[config.mk]
export PLATFORM = sky130hd
export DESIGN_NAME = sten_ctrl
export DESIGN_NICKNAME = d
export VERILOG_FILES = /design/src/rtl/sten_pkg.sv /design/src/rtl/sten_level_bank.sv /design/src/rtl/sten_access_check.sv /design/src/rtl/sten_ctrl.sv
export SDC_FILE = /design/constraint.sdc
export NUM_CORES = 1
export LEC_CHECK = 0
export ABC_AREA = 1
export CAP_MARGIN = 15
export CORE_UTILIZATION = 40
export CTS_BUF_LIST = sky130_fd_sc_hd__clkbuf_8
export CTS_CLUSTER_DIAMETER = 60
export DETAILED_ROUTE_END_ITERATION = 10
export DONT_BUFFER_PORTS = 1
export PLACE_DENSITY = 0.51
export SYNTH_ARGS = -nofsm -noshare
export SYNTH_HDL_FRONTEND = slang
export SYNTH_SLANG_ARGS = --single-unit
export TNS_END_PERCENT = 50
[constraint.sdc]
create_clock -name clk -period 6.6 [get_ports clk]
set_clock_uncertainty 0.15 [all_clocks]
set_input_delay 1.98 -clock clk [delete_from_list [all_inputs] [get_ports clk]]
set_output_delay 1.98 -clock clk [all_outputs]
set_load 0.01 [all_outputs]
[src/rtl/sten_pkg.sv]
package sten_pkg;

  typedef enum logic [1:0] {
    PRV_U = 2'b00,
    PRV_S = 2'b01,
    PRV_M = 2'b11
  } priv_e;

  typedef enum logic [1:0] {
    LVL_M = 2'd0,
    LVL_H = 2'd1,
    LVL_S = 2'd2,
    LVL_NONE = 2'd3
  } lvl_e;

  // Owner rule for a level's registers.
  function automatic logic may_access(input logic [1:0] lvl, input logic [1:0] prv,
                                      input logic vrt);
    logic ok;
    case (lvl)
      LVL_M:   ok = (prv == PRV_M);
      LVL_H:   ok = (prv == PRV_M) || (prv == PRV_S && !vrt);
      LVL_S:   ok = (prv == PRV_M) || (prv == PRV_S);
      default: ok = 1'b0;
    endcase
    return ok;
  endfunction

endpackage

[src/rtl/sten_level_bank.sv]
module sten_level_bank #(
  parameter int XLEN = 32,
  parameter int STD_W = 4,
  parameter int CUST_W = 4,
  parameter logic [CUST_W-1:0] CUST_MASK = 'b1011
) (
  input  logic              clk,
  input  logic              rst_n,
  input  logic              wr_main,
  input  logic              wr_cust,
  input  logic [STD_W-1:0]  std_wd,
  input  logic              set_wd,
  input  logic              any_wd,
  input  logic [CUST_W-1:0] cust_wd,
  output logic [STD_W-1:0]  std_q,
  output logic [CUST_W-1:0] cust_q,
  output logic [XLEN-1:0]   main_rd
);
  localparam int ANY_BIT = XLEN - 1;

  logic any_on;
  logic [CUST_W-1:0] cust_side;

  // Side effect of a main-register write on the custom vector.
  function automatic logic [CUST_W-1:0] side_effect(input logic [CUST_W-1:0] cur,
                                                    input logic s, input logic a);
    if (!a)     return '0;
    else if (s) return CUST_MASK;
    else        return cur;
  endfunction

  assign any_on    = |cust_q;
  assign cust_side = side_effect(cust_q, set_wd, any_wd);

  always_comb begin
    main_rd = '0;
    main_rd[STD_W-1:0] = std_q;
    main_rd[ANY_BIT] = any_on;
  end

  always_ff @(posedge clk or negedge rst_n) begin
    if (!rst_n) begin
      std_q  <= '0;
      cust_q <= '0;
    end else begin
      if (wr_main) std_q <= std_wd;
      if (wr_cust)      cust_q <= cust_wd & CUST_MASK;
      else if (wr_main) cust_q <= cust_side;
    end
  end


  bulk_set_chk: assert property (@(posedge clk) disable iff (!rst_n)
    wr_main && set_wd && any_wd |=> cust_q == CUST_MASK);

  bulk_clr_chk: assert property (@(posedge clk) disable iff (!rst_n)
    wr_main && !any_wd |=> cust_q == '0);

  rmw_keep_chk: assert property (@(posedge clk) disable iff (!rst_n)
    wr_main && !wr_cust && !set_wd && any_wd |=> $stable(cust_q));
endmodule

[src/rtl/sten_access_check.sv]
module sten_access_check
  import sten_pkg::*;
#(
  parameter int STD_W = 4,
  parameter int CUST_W = 4,
  parameter int RES_W = 3
) (
  input  logic              clk,
  input  logic              rst_n,
  input  logic              en,
  input  logic [RES_W-1:0]  res,
  input  logic [1:0]        prv,
  input  logic              vrt,
  input  logic [STD_W-1:0]  std_m,
  input  logic [STD_W-1:0]  std_h,
  input  logic [STD_W-1:0]  std_s,
  input  logic [CUST_W-1:0] cust_m,
  input  logic [CUST_W-1:0] cust_h,
  input  logic [CUST_W-1:0] cust_s,
  output logic              ill,
  output logic              vtrap
);
  // Select the enable bit a resource index refers to at one level.
  function automatic logic pick(input logic [STD_W-1:0] s, input logic [CUST_W-1:0] c,
                                input logic [RES_W-1:0] r);
    logic b;
    b = 1'b0;
    for (int i = 0; i < STD_W; i++)
      if (int'(r) == i) b = s[i];
    for (int j = 0; j < CUST_W; j++)
      if (int'(r) == STD_W + j) b = c[j];
    return b;
  endfunction

  logic en_m, en_h, en_s;
  logic need_m, need_h, need_s;
  logic m_block, low_block;

  assign en_m = pick(std_m, cust_m, res);
  assign en_h = pick(std_h, cust_h, res);
  assign en_s = pick(std_s, cust_s, res);

  assign need_m = (prv != PRV_M);
  assign need_h = need_m && vrt;
  assign need_s = need_m && (prv != PRV_S);

  assign m_block   = need_m && !en_m;
  assign low_block = (need_h && !en_h) || (need_s && !en_s);

  assign ill   = en && (m_block || (low_block && !vrt));
  assign vtrap = en && !m_block && low_block && vrt;


  one_trap_chk: assert property (@(posedge clk) disable iff (!rst_n)
    !(ill && vtrap));

  virt_only_chk: assert property (@(posedge clk) disable iff (!rst_n)
    vtrap |-> vrt);

  m_free_chk: assert property (@(posedge clk) disable iff (!rst_n)
    en && prv == PRV_M |-> !ill && !vtrap);
endmodule

[src/rtl/sten_ctrl.sv]
module sten_ctrl
  import sten_pkg::*;
#(
  parameter int XLEN = 32,
  parameter int STD_W = 4,
  parameter int CUST_W = 4,
  parameter logic [CUST_W-1:0] CUST_MASK = 'b1011,
  parameter int RES_W = $clog2(STD_W + CUST_W)
) (
  input  logic             clk,
  input  logic             rst_n,
  input  logic             csr_en,
  input  logic             csr_we,
  input  logic [2:0]       csr_addr,
  input  logic [XLEN-1:0]  csr_wdata,
  input  logic [1:0]       priv,
  input  logic             virt,
  output logic [XLEN-1:0]  csr_rdata,
  output logic             csr_ill,
  input  logic             chk_en,
  input  logic [RES_W-1:0] chk_res,
  output logic             chk_ill,
  output logic             chk_virt
);
  localparam int SET_BIT = XLEN - 2;
  localparam int ANY_BIT = XLEN - 1;
  localparam int NLVL = 3;

  logic [1:0] sel_lvl;
  logic       sel_cust, mapped, allowed, do_wr;
  logic       wdata_unused;

  logic [STD_W-1:0]  std_q  [NLVL];
  logic [CUST_W-1:0] cust_q [NLVL];
  logic [XLEN-1:0]   main_rd[NLVL];

  assign sel_lvl  = csr_addr[1:0];
  assign sel_cust = csr_addr[2];
  assign mapped   = (sel_lvl != LVL_NONE);
  assign allowed  = mapped && may_access(sel_lvl, priv, virt);
  assign csr_ill  = csr_en && mapped && !allowed;
  assign do_wr    = csr_en && csr_we && allowed;
  assign wdata_unused = ^csr_wdata;

  for (genvar l = 0; l < NLVL; l++) begin : g_lvl
    sten_level_bank #(
      .XLEN(XLEN), .STD_W(STD_W), .CUST_W(CUST_W), .CUST_MASK(CUST_MASK)
    ) u_bank (
      .clk     (clk),
      .rst_n   (rst_n),
      .wr_main (do_wr && !sel_cust && sel_lvl == 2'(l)),
      .wr_cust (do_wr && sel_cust && sel_lvl == 2'(l)),
      .std_wd  (csr_wdata[STD_W-1:0]),
      .set_wd  (csr_wdata[SET_BIT]),
      .any_wd  (csr_wdata[ANY_BIT]),
      .cust_wd (csr_wdata[CUST_W-1:0]),
      .std_q   (std_q[l]),
      .cust_q  (cust_q[l]),
      .main_rd (main_rd[l])
    );
  end

  always_comb begin
    csr_rdata = '0;
    if (csr_en && allowed) begin
      for (int l = 0; l < NLVL; l++) begin
        if (sel_lvl == 2'(l)) begin
          if (sel_cust) csr_rdata[CUST_W-1:0] = cust_q[l];
          else          csr_rdata = main_rd[l];
        end
      end
    end
  end

  sten_access_check #(.STD_W(STD_W), .CUST_W(CUST_W), .RES_W(RES_W)) u_chk (
    .clk    (clk),
    .rst_n  (rst_n),
    .en     (chk_en),
    .res    (chk_res),
    .prv    (priv),
    .vrt    (virt),
    .std_m  (std_q[0]),
    .std_h  (std_q[1]),
    .std_s  (std_q[2]),
    .cust_m (cust_q[0]),
    .cust_h (cust_q[1]),
    .cust_s (cust_q[2]),
    .ill    (chk_ill),
    .vtrap  (chk_virt)
  );

  logic [NLVL*(STD_W+CUST_W)-1:0] all_q;
  assign all_q = {std_q[0], std_q[1], std_q[2], cust_q[0], cust_q[1], cust_q[2]};


  denied_keep_chk: assert property (@(posedge clk) disable iff (!rst_n)
    csr_ill |=> $stable(all_q));

  denied_rd_zero_chk: assert property (@(posedge clk) disable iff (!rst_n)
    csr_ill |-> csr_rdata == '0);
endmodule

* After elaboration in Yosys (flattened, before gate mapping) *
Cells that the tools add are included.

word-level totals
  flip-flop bits (word level) = 24
  input port bits = 46
  output and inout bits = 35
  word-level logic and storage cells = 113

cells by class
  equal/unequal tests = 17
  muxes and demuxes = 43
  reduce and logical (&&, ||, !) cells = 47

operators by type and width
  cell                                                                      count
  32-bit two-way mux                                                        4
  28-bit two-way mux                                                        3
  4-bit two-way mux                                                         11
  1-bit logical AND                                                         25
  1-bit two-way mux                                                         24
  3-bit == test (second input constant)                                     4
  4-bit OR reduction                                                        3
  3-bit by 2-bit inequality test with 1-bit output (second input constant)  3
  1-bit zero test                                                           7
  3-bit by 2-bit == test with 1-bit output (second input constant)          2
  2-bit AND reduction                                                       3
  2-bit nonzero test                                                        3
  2-bit by 1-bit == test with 1-bit output (second input constant)          2
  2-bit == test (second input constant)                                     2
  1-bit logical OR                                                          4
  2-bit inequality test (second input constant)                             2
  3-bit by 1-bit == test with 1-bit output (second input constant)          1
  3-bit zero test                                                           1
  1-bit case mux with 3 select lines                                        1
  2-bit zero test                                                           1
  2-bit by 1-bit inequality test with 1-bit output (second input constant)  1

* Depth between registers and ports, before layout *
Gate-level depths: netlist (run 1).

  depth after elaboration = 15
  depth in mapped cells = 12
  depth with buffers taken out = 11

* By module *
From an unflattened synthesis (run 1), not the netlist that was laid out.

unflattened totals
  cell total of the unflattened synthesis = 588
  area total of the unflattened synthesis = 3512.1 um^2

modules (own cells, without submodules)
  module             instances  cells each  area an instance (um^2)  sequential area each (um^2)
  sten_level_bank    3          78          593.1                    175.2
  sten_ctrl          1          288         1390.1                   0.0
  sten_access_check  1          66          342.8                    0.0

* Worst setup path after synthesis (run 1) *
Ideal clock, no wire load.

  path type = input to output
  from = input port csr_addr[1]
  to = output port csr_rdata[0]
  arrival time = 3215 ps
  data required time = 4470 ps
  path slack = 1255 ps
  cell stages on the path = 8
  buffers on the path = 1
  path through = inv_1 > ha_1 > clkbuf_1 > inv_1 > nand2_1 > a21oi_1 > o21ai_0 > a311oi_1

on the way
  longest elaborated chain between the ends = 5

RTL lines
  element                                                                   line                              RTL
  start: declaration                                                        sten_ctrl.sv:14                   input logic [2:0] csr_addr,
  2-bit == test (tied with other cells)                                     sten_pkg.sv:20, sten_ctrl.sv:67
  1-bit case mux with 3 select lines or 32-bit two-way mux (tied branches)  sten_pkg.sv:20, sten_ctrl.sv:67
  1-bit logical AND or 32-bit two-way mux (tied branches)                   sten_ctrl.sv:40, sten_ctrl.sv:67
  1-bit logical AND or 32-bit two-way mux (tied branches)                   sten_ctrl.sv:65, sten_ctrl.sv:67
  32-bit two-way mux *                                                      sten_ctrl.sv:65                   if (csr_en && allowed) begin
  end: declaration                                                          sten_ctrl.sv:18                   output logic [XLEN-1:0] csr_rdata,

Every way passes the cells marked *; elsewhere a longest branch is shown, timed or not.

* Final worst setup path (run 1) *
Same ends and word-level chain as after synthesis.

==> summary.txt, run 1 <==
Worst setup path
  – Crit path DAT: between 3 and 4 ns
  – Maximum fanout count along the critical path: 9
  – Worst setup EP type: output pin
  – R2r startpoint: g_lvl[2].u_bank.cust_q[0]
  – CP top delay family: compound AO/OA/AOI/OAI gates
  – Worst R2R Setup Slack: approximately 5.7 ns
  – Required @ worst endpoint: between 4 and 5 ns
  – CP cell instances: inv_1 > ha_1 > inv_1 > nand2_1 > a21oi_1 > o21ai_0 > a311oi_1
  – CP dominant cell by count: inv_1
  – Max incr delay on CP: ~0.54 ns
  – Reg2reg path depth: 2
  – CP max-delay cell: a311oi_1
  – Startpoint Class: input pin
  – Worst Path Class, Setup: in -> out
  – RR Endpoint: g_lvl[2].u_bank.cust_q[0]
  – Stages on worst setup path: 7
  – Buf/Inv on CP: 2

STA
  – Final Setup Violations: 0
  – Worst-Margin Slew: about 0.57 ns
  – Unrepaired setup endpoints after global routing: no
  – Setup TNS: 0 ns
  – Fin. max-slew vios: 0
  – Final count of hold timing violations: 0
  – Fmax: between 150 and 200 MHz
  – Hold Slack: roughly 0.34 ns
  – Min Tclk post-route: ~5.6 ns
  – Worst slew margin: 62.1%
  – Fin crit share: approximately 85%
  – Final worst slack: ~0.97 ns

Synth
  – Syn Std Cell Area: around 0.0018 sq mm
  – Top FF cell, synth: dfrtp_1
  – Area leader, netlist: dfrtp_1
  – Sequential area share after synthesis: a little under 30%
  – Async SR Flop Fraction: 100%
  – Count leader, synth: nand2_1
  – YS warnings: 0
  – Mapped Cells: 265
  – Share of the synthesized area in the top cell type: between 20 and 30%
  – Distinct cells, synth: 28
  – Synth cell count leaders: nand2_1, buf_4, inv_1, dfrtp_1
  – Post-synth EDFFs: 0
  – Top cells by area, synth: dfrtp_1, nand2_1, buf_4
  – Register bit total from synthesis: 21
  – Syn_area_per_cell: between 6 and 7 sq um

Clocking
  – TritonCTS buffer count: 3
  – Hold Buf Count CTS: 0
  – CTS tree: built
  – H-tree depth: 1
  – Post-CTS Resized: 0
  – Setup bufs post-CTS: 0
  – Clock-pin slew on the worst setup and hold paths: 0.08 ns
  – CTS Root Buffer Type: clkbuf_8
  – Clock Latency Late Sink: 0.26 ns
  – Maximum buffer depth of the clock tree: 2
  – Clock sinks: 21

Global routing
  – Pin count of the biggest net entering global routing: 22
  – Vias in the first global route: 1354
  – First-pass GRT wire length: approximately 6900 microns
  – Initial antenna violation count: 0
  – GR Util All Layers: 20.7%
  – Grt total ovfl: 0

Pwr
  – Max VDD drop: 0.100 mV
  – Power Dens Cells: about 200 mW/mm^2
  – Total power draw: approximately 0.34 mW
  – Lkg Pwr: roughly 0.88 nW

Cells and area
  – Area Growth Syn to Fin: -1.48%
  – Antenna Cells: 0
  – Final core occ: ~42%
  – Share of layout cells above drive strength 1: 4.96%
  – Final nets: 313
  – Finished Cell Area: 0.00175 sq mm
  – Layout Cells excl Fill: 312

Placed design
  – HPWL Detailed: 3450 microns
  – I/O Buffers: 0
  – Placed Cells: about 300
  – Gp weighted congestion: 0.841
  – Post-DP Area: between 0.0015 and 0.002 sq mm
  – Dpl ws: between 0.9 and 1 ns

Floorplan
  – I/O pin count: 81
  – FP Rows: 23
  – Die Width: just under 70 microns
  – Die ar.: between 0.004 and 0.005 sq mm
  – Core area: just over 0.004 sq mm
  – Starting Density: between 40% and 50%
  – Die height: around 69 microns

Routing
  – Post-route ant nets: 0
  – First drt pass iteration count: 4
  – Final Routed Wirelength: 4490 microns
  – DR vias: about 1600
  – Average wire per standard cell: about 14 microns
  – DRT iter0 DRCs: around 140
  – DRC errors left: 0
  – Via-to-Cell Ratio: 5.10

Hold path
  – Hold EP: g_lvl[1].u_bank.cust_q[3]
  – Worst hold stages: 2
  – Hold Crit Class: reg -> reg
  – HP Start: g_lvl[1].u_bank.cust_q[3]

Flow run
  – Maxcap violations: 0

Status
  – Status: completed
==> how the worst max path moves through the flow <==
stage	from	end	slack, ns
6_report	csr_addr[1]	csr_rdata[0]	0.97
4_1_cts	csr_addr[1]	csr_rdata[0]	0.98
2_1_floorplan	csr_addr[1]	csr_rdata[0]	1.25
5_1_grt	csr_addr[1]	csr_rdata[1]	0.85
3_5_place_dp	csr_addr[1]	csr_rdata[1]	0.98
3_3_place_gp	csr_addr[1]	csr_rdata[0]	0.99
==> cell families after synthesis <==
| group | synth area share (%) |
|---|---|
| fa+ha+maj | 2.81 |
| flops | 29.5 |
| buf+inv | 20.0 |
| simple gates | 31.9 |
| other cells | 0.211 |
| compound gates | 15.5 |
==> worst reg2reg max path: cells and delay by family, from the launching register on <==
kind / cells / cell delay (ns)
and+or+nand+nor: 2 / 0.15
DFF: 1 / 0.47
==> layout make-up <==
class | instances | area [sq um]
Clock inverter | 1 | 7.51
Sequential cell | 21 | 526
Inverter | 32 | 120
Clock buffer | 3 | 41.3
Tap cell | 50 | 62.6
Multi-Input combinational cell | 205 | 996
Fill cell | 477 | 2390
==> layer usage <==
layer	share of wire, %	global-route usage, %
met1	50	30.5
met2	40	29.9
met3	8.6	4.93
met4	0.56	5.36
met5	0	0
==> state kept, by name, indices dropped and copies added (netlist names) <==
signal,flops
g_lvl.u_bank.std_q,12
g_lvl.u_bank.cust_q,9
==> placed cells by master, fill, tap and decap left out <==
master,n
nand2_2,1
inv_2,1
nand4_1,4
nor3_1,5
nand2_1,76
ha_1,4
o22ai_2,1
conb_1,27
a21oi_1,12
inv_1,27
nand3_1,20
a221oi_1,1
nor2_1,14
o211ai_1,6
clkbuf_8,3
clkinvlp_4,1
nand2_4,1
clkinv_1,4
nor4_1,1
o21a_1,1
o21ai_1,2
a311oi_1,2
dfrtp_1,21
a211oi_1,2
o21ai_0,20
nor2_4,5
==> power by group <==
group | leakage [nW] | total, mW | switching [mW] | internal, mW
Sequential | 0.251 | 0.177 | 0.0242 | 0.152
Clock | 0.0217 | 0.0888 | 0.0462 | 0.0427
Combinational | 0.603 | 0.0772 | 0.0523 | 0.0249
Total | 0.876 | 0.343 | 0.123 | 0.220
No activity file was read; power rests on OpenSTA's default activity.
==> inputs of run 2 (changes only) <==
Settings changed: SLEW_MARGIN set to 20.
Clock period 6.6 ns to 6.3 ns, I/O delays scaled along.
==> results of run 2 <==
The final DEF is identical to that of run 1. Status: completed.
Among the figures that moved: setup slack after placement 0.981 ns -> 0.861 ns; setup slack after layout 0.971 ns -> 0.851 ns; register-to-register setup slack 5.73 ns -> 5.43 ns; total power 0.343 mW -> 0.359 mW; worst IR drop on VDD 0.100 mV -> 0.105 mV
